`src/rtl/rsup_pkg.sv`:
```
package rsup_pkg;

    // Asynchronous pins that must be synchronised before use.
    typedef struct packed {
        logic mr_n;
        logic strobe;
    } rsup_pins_t;

    // Width of a counter that must hold the values 0 .. n-1.
    function automatic int cnt_width(input int n);
        return (n <= 2) ? 1 : $clog2(n);
    endfunction

endpackage

```
`src/rtl/rsup_sync.sv`:
```
module rsup_sync #(
    parameter int         W       = 2,
    parameter logic [W-1:0] RST_VAL = '0
) (
    input  logic         clk,
    input  logic         rst,
    input  logic [W-1:0] d,
    output logic [W-1:0] q
);
    // Two flops per bit.
    for (genvar i = 0; i < W; i++) begin : g_bit
        logic meta;
        always_ff @(posedge clk) begin
            if (rst) begin
                meta <= RST_VAL[i];
                q[i] <= RST_VAL[i];
            end else begin
                meta <= d[i];
                q[i] <= meta;
            end
        end
    end
endmodule

```
`src/rtl/rsup_watchdog.sv`:
```
module rsup_watchdog #(
    parameter int TIMEOUT = 1024,
    parameter int W       = 10
) (
    input  logic         clk,
    input  logic         rst,
    input  logic         enable,
    input  logic         strobe_s,
    input  logic         hold,
    output logic         kick,
    output logic         timeout,
    output logic [W-1:0] count
);
    localparam logic [W-1:0] LAST = W'(TIMEOUT - 1);

    logic       prev;
    logic [1:0] settle;
    logic       armed;

    // Edges are ignored until the synchroniser has been refilled after rst.
    assign armed = (settle == 2'd3);

    always_ff @(posedge clk) begin
        if (rst) begin
            prev   <= 1'b0;
            settle <= 2'd0;
        end else begin
            prev <= strobe_s;
            if (!armed) settle <= settle + 2'd1;
        end
    end

    assign kick    = armed & enable & (strobe_s ^ prev);
    assign timeout = enable & ~hold & ~kick & (count == LAST);

    always_ff @(posedge clk) begin
        if (rst || hold || !enable || kick || timeout) count <= '0;
        else                                           count <= count + W'(1);
    end
endmodule

```
`src/rtl/rsup_sequencer.sv`:
```
module rsup_sequencer #(
    parameter int TD    = 64,
    parameter int W     = 6,
    parameter bit LATCH = 1'b1
) (
    input  logic         clk,
    input  logic         rst,
    input  logic         supply_ok,
    input  logic         mr_n_s,
    input  logic         wd_timeout,
    input  logic         kick,
    output logic         active,
    output logic         latched,
    output logic [W-1:0] count
);
    localparam logic [W-1:0] LAST = W'(TD - 1);

    if (LATCH) begin : g_latch
        always_ff @(posedge clk) begin
            if (rst)                 latched <= 1'b0;
            else if (active && kick) latched <= 1'b1;
        end
    end else begin : g_nolatch
        assign latched = 1'b0;
    end

    always_ff @(posedge clk) begin
        if (rst) begin
            active <= 1'b1;
            count  <= '0;
        end else if (!supply_ok || !mr_n_s || latched || wd_timeout) begin
            active <= 1'b1;
            count  <= '0;
        end else if (active) begin
            if (count == LAST) active <= 1'b0;
            else               count  <= count + W'(1);
        end
    end
endmodule

```
`src/rtl/rst_supervisor.sv`:
```
module rst_supervisor
    import rsup_pkg::*;
#(
    parameter int HOLD_CYCLES   = 64,
    parameter int WD_TIMEOUT    = 1024,
    parameter bit LATCH_ON_KICK = 1'b1
) (
    input  logic clk,
    input  logic rst,
    input  logic supply_ok,
    input  logic man_rst_n,
    input  logic wd_strobe,
    input  logic wd_enable,
    output logic sys_rst_n,
    output logic sys_rst
);
    localparam int HOLD_W = cnt_width(HOLD_CYCLES);
    localparam int WD_W   = cnt_width(WD_TIMEOUT);

    rsup_pins_t        raw_pins;
    rsup_pins_t        sync_pins;
    logic              hold_active;
    logic              latched;
    logic              wd_kick;
    logic              wd_timeout;
    logic [WD_W-1:0]   wd_count;
    logic [HOLD_W-1:0] hold_count;

    assign raw_pins.mr_n   = man_rst_n;
    assign raw_pins.strobe = wd_strobe;

    rsup_sync #(.W(2), .RST_VAL(2'b10)) u_sync (
        .clk (clk),
        .rst (rst),
        .d   (raw_pins),
        .q   (sync_pins)
    );

    rsup_watchdog #(.TIMEOUT(WD_TIMEOUT), .W(WD_W)) u_wdog (
        .clk      (clk),
        .rst      (rst),
        .enable   (wd_enable),
        .strobe_s (sync_pins.strobe),
        .hold     (hold_active),
        .kick     (wd_kick),
        .timeout  (wd_timeout),
        .count    (wd_count)
    );

    rsup_sequencer #(.TD(HOLD_CYCLES), .W(HOLD_W), .LATCH(LATCH_ON_KICK)) u_seq (
        .clk        (clk),
        .rst        (rst),
        .supply_ok  (supply_ok),
        .mr_n_s     (sync_pins.mr_n),
        .wd_timeout (wd_timeout),
        .kick       (wd_kick),
        .active     (hold_active),
        .latched    (latched),
        .count      (hold_count)
    );

    // A supply drop bypasses the registers so that reset follows it at once.
    assign sys_rst   = hold_active | ~supply_ok;
    assign sys_rst_n = ~sys_rst;
endmodule

```
`config.mk`:
```
export PLATFORM = sky130hd
export DESIGN_NAME = rst_supervisor
export DESIGN_NICKNAME = d
export VERILOG_FILES = /design/src/rtl/rsup_pkg.sv /design/src/rtl/rsup_sync.sv /design/src/rtl/rsup_watchdog.sv /design/src/rtl/rsup_sequencer.sv /design/src/rtl/rst_supervisor.sv
export SDC_FILE = /design/constraint.sdc
export NUM_CORES = 1
export LEC_CHECK = 0
export ABC_AREA = 1
export BUFFER_PORTS_ARGS = -buffer_cell sky130_fd_sc_hd__buf_4
export CAP_MARGIN = 20
export CORE_MARGIN = 2
export CORE_UTILIZATION = 55
export DETAILED_ROUTE_END_ITERATION = 8
export GPL_TIMING_DRIVEN = 1
export MAX_ROUTING_LAYER = met4
export PLACE_DENSITY = 0.71
export SLEW_MARGIN = 0
export SYNTH_ARGS = -nofsm -noshare
export SYNTH_HDL_FRONTEND = slang
export SYNTH_SLANG_ARGS = --single-unit
```
`constraint.sdc`:
```
create_clock -name clk -period 2.86 [get_ports clk]
set_clock_uncertainty 0.1 [all_clocks]
set_input_delay 0.286 -clock clk [delete_from_list [all_inputs] [get_ports clk]]
set_output_delay 0.286 -clock clk [all_outputs]
set_load 0.03 [all_outputs]
```
# After elaboration in Yosys (flattened, before gate mapping)
# Index checks and enable logic that the tools add are counted.
[op_classes]
n_addsub = 3
eq_ne = 3
mux = 2
bitwise = 12
n_reduce_logical = 13
[ops]
columns = ["op", "n"]
rows = [
  ["10-bit by 1-bit adder with 10-bit output (second input constant)", 1],
  ["10-bit == test (second input constant)", 1],
  ["1-bit logical OR", 7],
  ["6-bit by 1-bit adder with 6-bit output (second input constant)", 1],
  ["6-bit == test (second input constant)", 1],
  ["1-bit bitwise AND", 5],
  ["1-bit NOT", 5],
  ["1-bit zero test", 3],
  ["2-bit by 1-bit adder with 2-bit output (second input constant)", 1],
  ["2-bit == test (second input constant)", 1],
  ["1-bit two-way mux", 2],
  ["2-bit AND reduction", 1],
  ["2-bit OR reduction", 1],
  ["1-bit logical AND", 1],
  ["1-bit bitwise OR", 1],
  ["1-bit bitwise XOR", 1],
]
[word_totals]
reg_bits = 25

# Longest topological paths before layout
[depth]
depth_word = 8
ltp_mapped = 9
depth_no_buf = 9

# By module
# From an unflattened synthesis, not the netlist that was laid out.
[hier_totals]
cells_unflattened = 164
area_unflattened_um2 = 1216.2
[modules_own_cells]
columns = ["module", "n_inst", "cells_each", "area_each_um2", "seq_area_each_um2"]
rows = [
  ["rsup_watchdog", 1, 85, 650.6, 260.2],
  ["rsup_sequencer", 1, 62, 434.2, 160.2],
  ["rsup_sync", 1, 13, 113.9, 80.1],
  ["rst_supervisor", 1, 4, 17.5, 0.0],
]

# Worst setup path after synthesis
# OpenSTA, ideal clock, no wires.
[synth_path]
path_kind = "flip-flop to flip-flop"
startpoint = "reg u_wdog.count[0]"
endpoint = "reg u_seq.count[3]"
setup_time_ns = 0.118
t_arrival_ns = 1.114
required_ns = 2.642
slack_ns = 1.528
path_stages_with_launch = 7
path_buffers = 0
period_less_slack_ns = 1.332
path_cell_list = "dfxtp_1 -> ha_1 -> nand2_2 -> nor2_4 -> nand3_4 -> o21bai_4 -> nor2_2"
[synth_via]
elab_chain_len = 4
[synth_rtl]
columns = ["element", "line_no", "text"]
rows = [
  ["start: declaration", "rsup_watchdog.sv:12", "output logic [W-1:0] count"],
  ["start signal: assignment", "rsup_watchdog.sv:38", "else count <= count + W'(1);"],
  ["10-bit == test", "rsup_watchdog.sv:34", "assign timeout = enable & ~hold & ~kick & (count == LAST);"],
  ["1-bit bitwise AND", "rsup_watchdog.sv:34", ""],
  ["1-bit logical OR", "rsup_sequencer.sv:31", "end else if (!supply_ok || !mr_n_s || latched || wd_timeout) begin"],
  ["2-bit OR reduction (no source line)", "n/a", ""],
  ["end signal: assignment", "rsup_sequencer.sv:36", "else count <= count + W'(1);"],
  ["end: declaration", "rsup_sequencer.sv:14", "output logic [W-1:0] count"],
]
# No other way between the ends.
# A chain may end at the register's enable or synchronous reset.

# Worst setup path in the final report
[layout_path]
startpoint = "reg u_seq.active"
endpoint = "out sys_rst_n"
[layout_via]
elab_chain_len = 2
[layout_rtl]
columns = ["element", "line_no", "text"]
rows = [
  ["start: declaration", "rsup_sequencer.sv:12", "output logic active,"],
  ["start signal: assignment", "rsup_sequencer.sv:29", "active <= 1'b1;"],
  ["start signal: assignment", "rsup_sequencer.sv:32", "active <= 1'b1;"],
  ["start signal: assignment", "rsup_sequencer.sv:35", "if (count == LAST) active <= 1'b0;"],
  ["1-bit bitwise OR", "rst_supervisor.sv:63", "assign sys_rst = hold_active | ~supply_ok;"],
  ["1-bit NOT", "rst_supervisor.sv:64", "assign sys_rst_n = ~sys_rst;"],
  ["end: declaration", "rst_supervisor.sv:14", "output logic sys_rst_n,"],
]
# No other way between the ends.

==> out/results.tsv <==
metric	value	unit
slew_headroom	75.6	%
critPathCaptureType	output pin	
die_area	2690	um^2
clkSinkCount	25	
synth_async_sr_flop_share	0	%
hold_start	man_rst_n	
final.min_clock_period	1.69	ns
yosysMostFrequentCell	nand2_1	
synth_top_area_share	39.7	%
ys_ff_latch	25	
ir_drop	0.322	mV
cts.clk_slew.worst_paths	0.12	ns
leakage	0.610	nW
placed_cells	206	
gp_congestion	0.823	
num-fill-cells	207	
grtUsageTotal	19.6	%
io_pins	8	
place_area	1330	um^2
dp_slack	1.39	ns
layout-drive-gt1-share	14.8	%
cts_buffer_depth	2	
diodes	0	
syn_area	1260	um^2
max_cap_viol_count	0	
drtIter0Drc	13	
worstSetupPathType	reg2out	
synth_edf_count	0	
die_w	51.9	um
vias	992	
slew_violations	0	
rsz0062_at_grt	false	
finalWirelength	2.03	mm
finalSetupTns	0	ns
ys_top_cells_by_count	nand2_1 (42), inv_1 (32), nor2_1 (26)	
hpwl	1.57	mm
hold_class	in2reg	
crit_fanout	9	
syn_nets	182	
cellPowerDensity	405	nW/um^2
fmax	590	MHz
setup-violations-final	0	
first_global_vias	982	
wl_per_cell	9.67	um
core-area	2190	um^2
final_cell_area	1360	um^2
antenna_left	0	
hold_path_depth	2	
yosys-top-cells-area	dfxtp_1 (40%), nand2_1 (13%), inv_1 (9.5%)	
critPathArrivalTime	1.31	ns
chipHeight	51.9	um
crit_path_start_kind	flip-flop	
antenna_found_initial	0	
start_util	57.6	%
synth_cells	173	
yosys_warnings	0	
grt_max_degree	14	
r2r-start	u_wdog.count[0]	
drtPass1Iterations	4	
cts-root-buf	clkbuf_4	
grt_pass1_wl	3.89	mm
crit_start	u_seq.active	
io_buffers	7	
via_per_inst	4.72	
fin_cells	210	
cts_resized	0	
reg2regPathDepth	6	
timing.final.crit_share	59.2	%
rows	17	
synth-seq-area-share	39.7	%
cts_tree	done	
holdBufCountCts	0	
area_growth	7.54	%
drc	0	
ys_types	23	
postCtsSetupBuffers	0	
grt_overflow	0	
run_status	completed	
synth_ff_type	dfxtp_1	
yosys.area.top_type	dfxtp_1	
cts_buffers	3	
fin_nets	192	
hold_viol_final	0	
worst_pin_slew	0.366	ns
htreeDepth	1	
synth.avg_cell_area	7.29	um^2
clock_latency	0.31	ns
cp.required	2.47	ns
timing.final.ws_setup	1.17	ns
utilization	61.9	%
-- worst max-delay path: stages, from the launching register on --
cell     delay, ns
dfxtp_1       0.56
inv_1         0.13
nand2_1       0.10
inv_1         0.04
buf_4         0.16
-- placed cells by master (no fill, tap or decap), types with 3 or more instances in the layout --
| master | n |
|---|---|
| buf_4 | 7 |
| nor2_4 | 4 |
| nand2_1 | 42 |
| ha_1 | 3 |
| clkbuf_4 | 3 |
| dfxtp_1 | 25 |
| inv_1 | 32 |
| nand4_1 | 7 |
| nand3_1 | 9 |
| xor2_1 | 4 |
| nor2_1 | 26 |
-- flip-flops by register name (all words and copies together), names as in the netlist --
| name | flops |
|---|---|
| u_seq.active | 1 |
| u_sync.q | 2 |
| u_seq.latched | 1 |
| u_wdog.prev | 1 |
| u_seq.count | 6 |
| u_wdog.settle | 2 |
| u_sync.g_bit.meta | 2 |
| u_wdog.count | 10 |
-- where the power goes --
| group | leakage, nW | internal [W] | switching (W) |
|---|---|---|---|
| sequential | 0.203 | 0.000358 | 0.00000616 |
| clock | 0.0150 | 0.0000545 | 0.0000981 |
| combinational | 0.392 | 0.0000156 | 0.0000172 |
-- routing by layer --
metal,routed length (um),vias to the layer above,global-route usage [%],part of all wire [%]
met5,0,-,-,0
met4,25,0,9.21,1.2
met3,67,4,4.02,3.3
met2,940,18,32.3,46
met1,996,429,23.0,49
li1,-,541,-,-
-- path summary, 6_finish.rpt --
kind / slack [ns] / end
setup / recovery: 1.17 / sys_rst_n
hold / removal: 0.05 / u_sync.g_bit[1].meta
hold reg to reg: 0.31 / u_sync.q[0]
setup reg to reg: 1.36 / u_seq.count[2]
-- area by class of cell --
class	instances	area, um^2	area share [%]
tap	28	35.0	2.58
multi-input combinational	113	618	45.6
clock buffer	4	26.3	1.94
timing repair buffer	7	52.6	3.87
sequential	25	500	36.9
inverter	33	124	9.13
-- per-stage QoR --
step	hold slack, ns	total power (W)
finish	0.0525	0.000550
global route	0.0420	0.000579
CTS	0.0450	0.000559
detailed placement	0.300	0.000406
global placement	0.291	0.000402
floorplan	0.255	0.000392
-- cell families (layout without fill, tap and decap cells) --
group | count (synthesis) | after routing | share of synthesized area (%)
buffers and inverters | 35 | 44 | 11.3
and+or+nand+nor | 99 | 99 | 38.8
DFF | 25 | 25 | 39.7
AOI/OAI and AO/OA | 5 | 5 | 3.08
xor gates and xnor gates | 6 | 6 | 4.17
adders and majority gates | 3 | 3 | 2.98
Note: power is estimated with default switching activity, not from simulation.
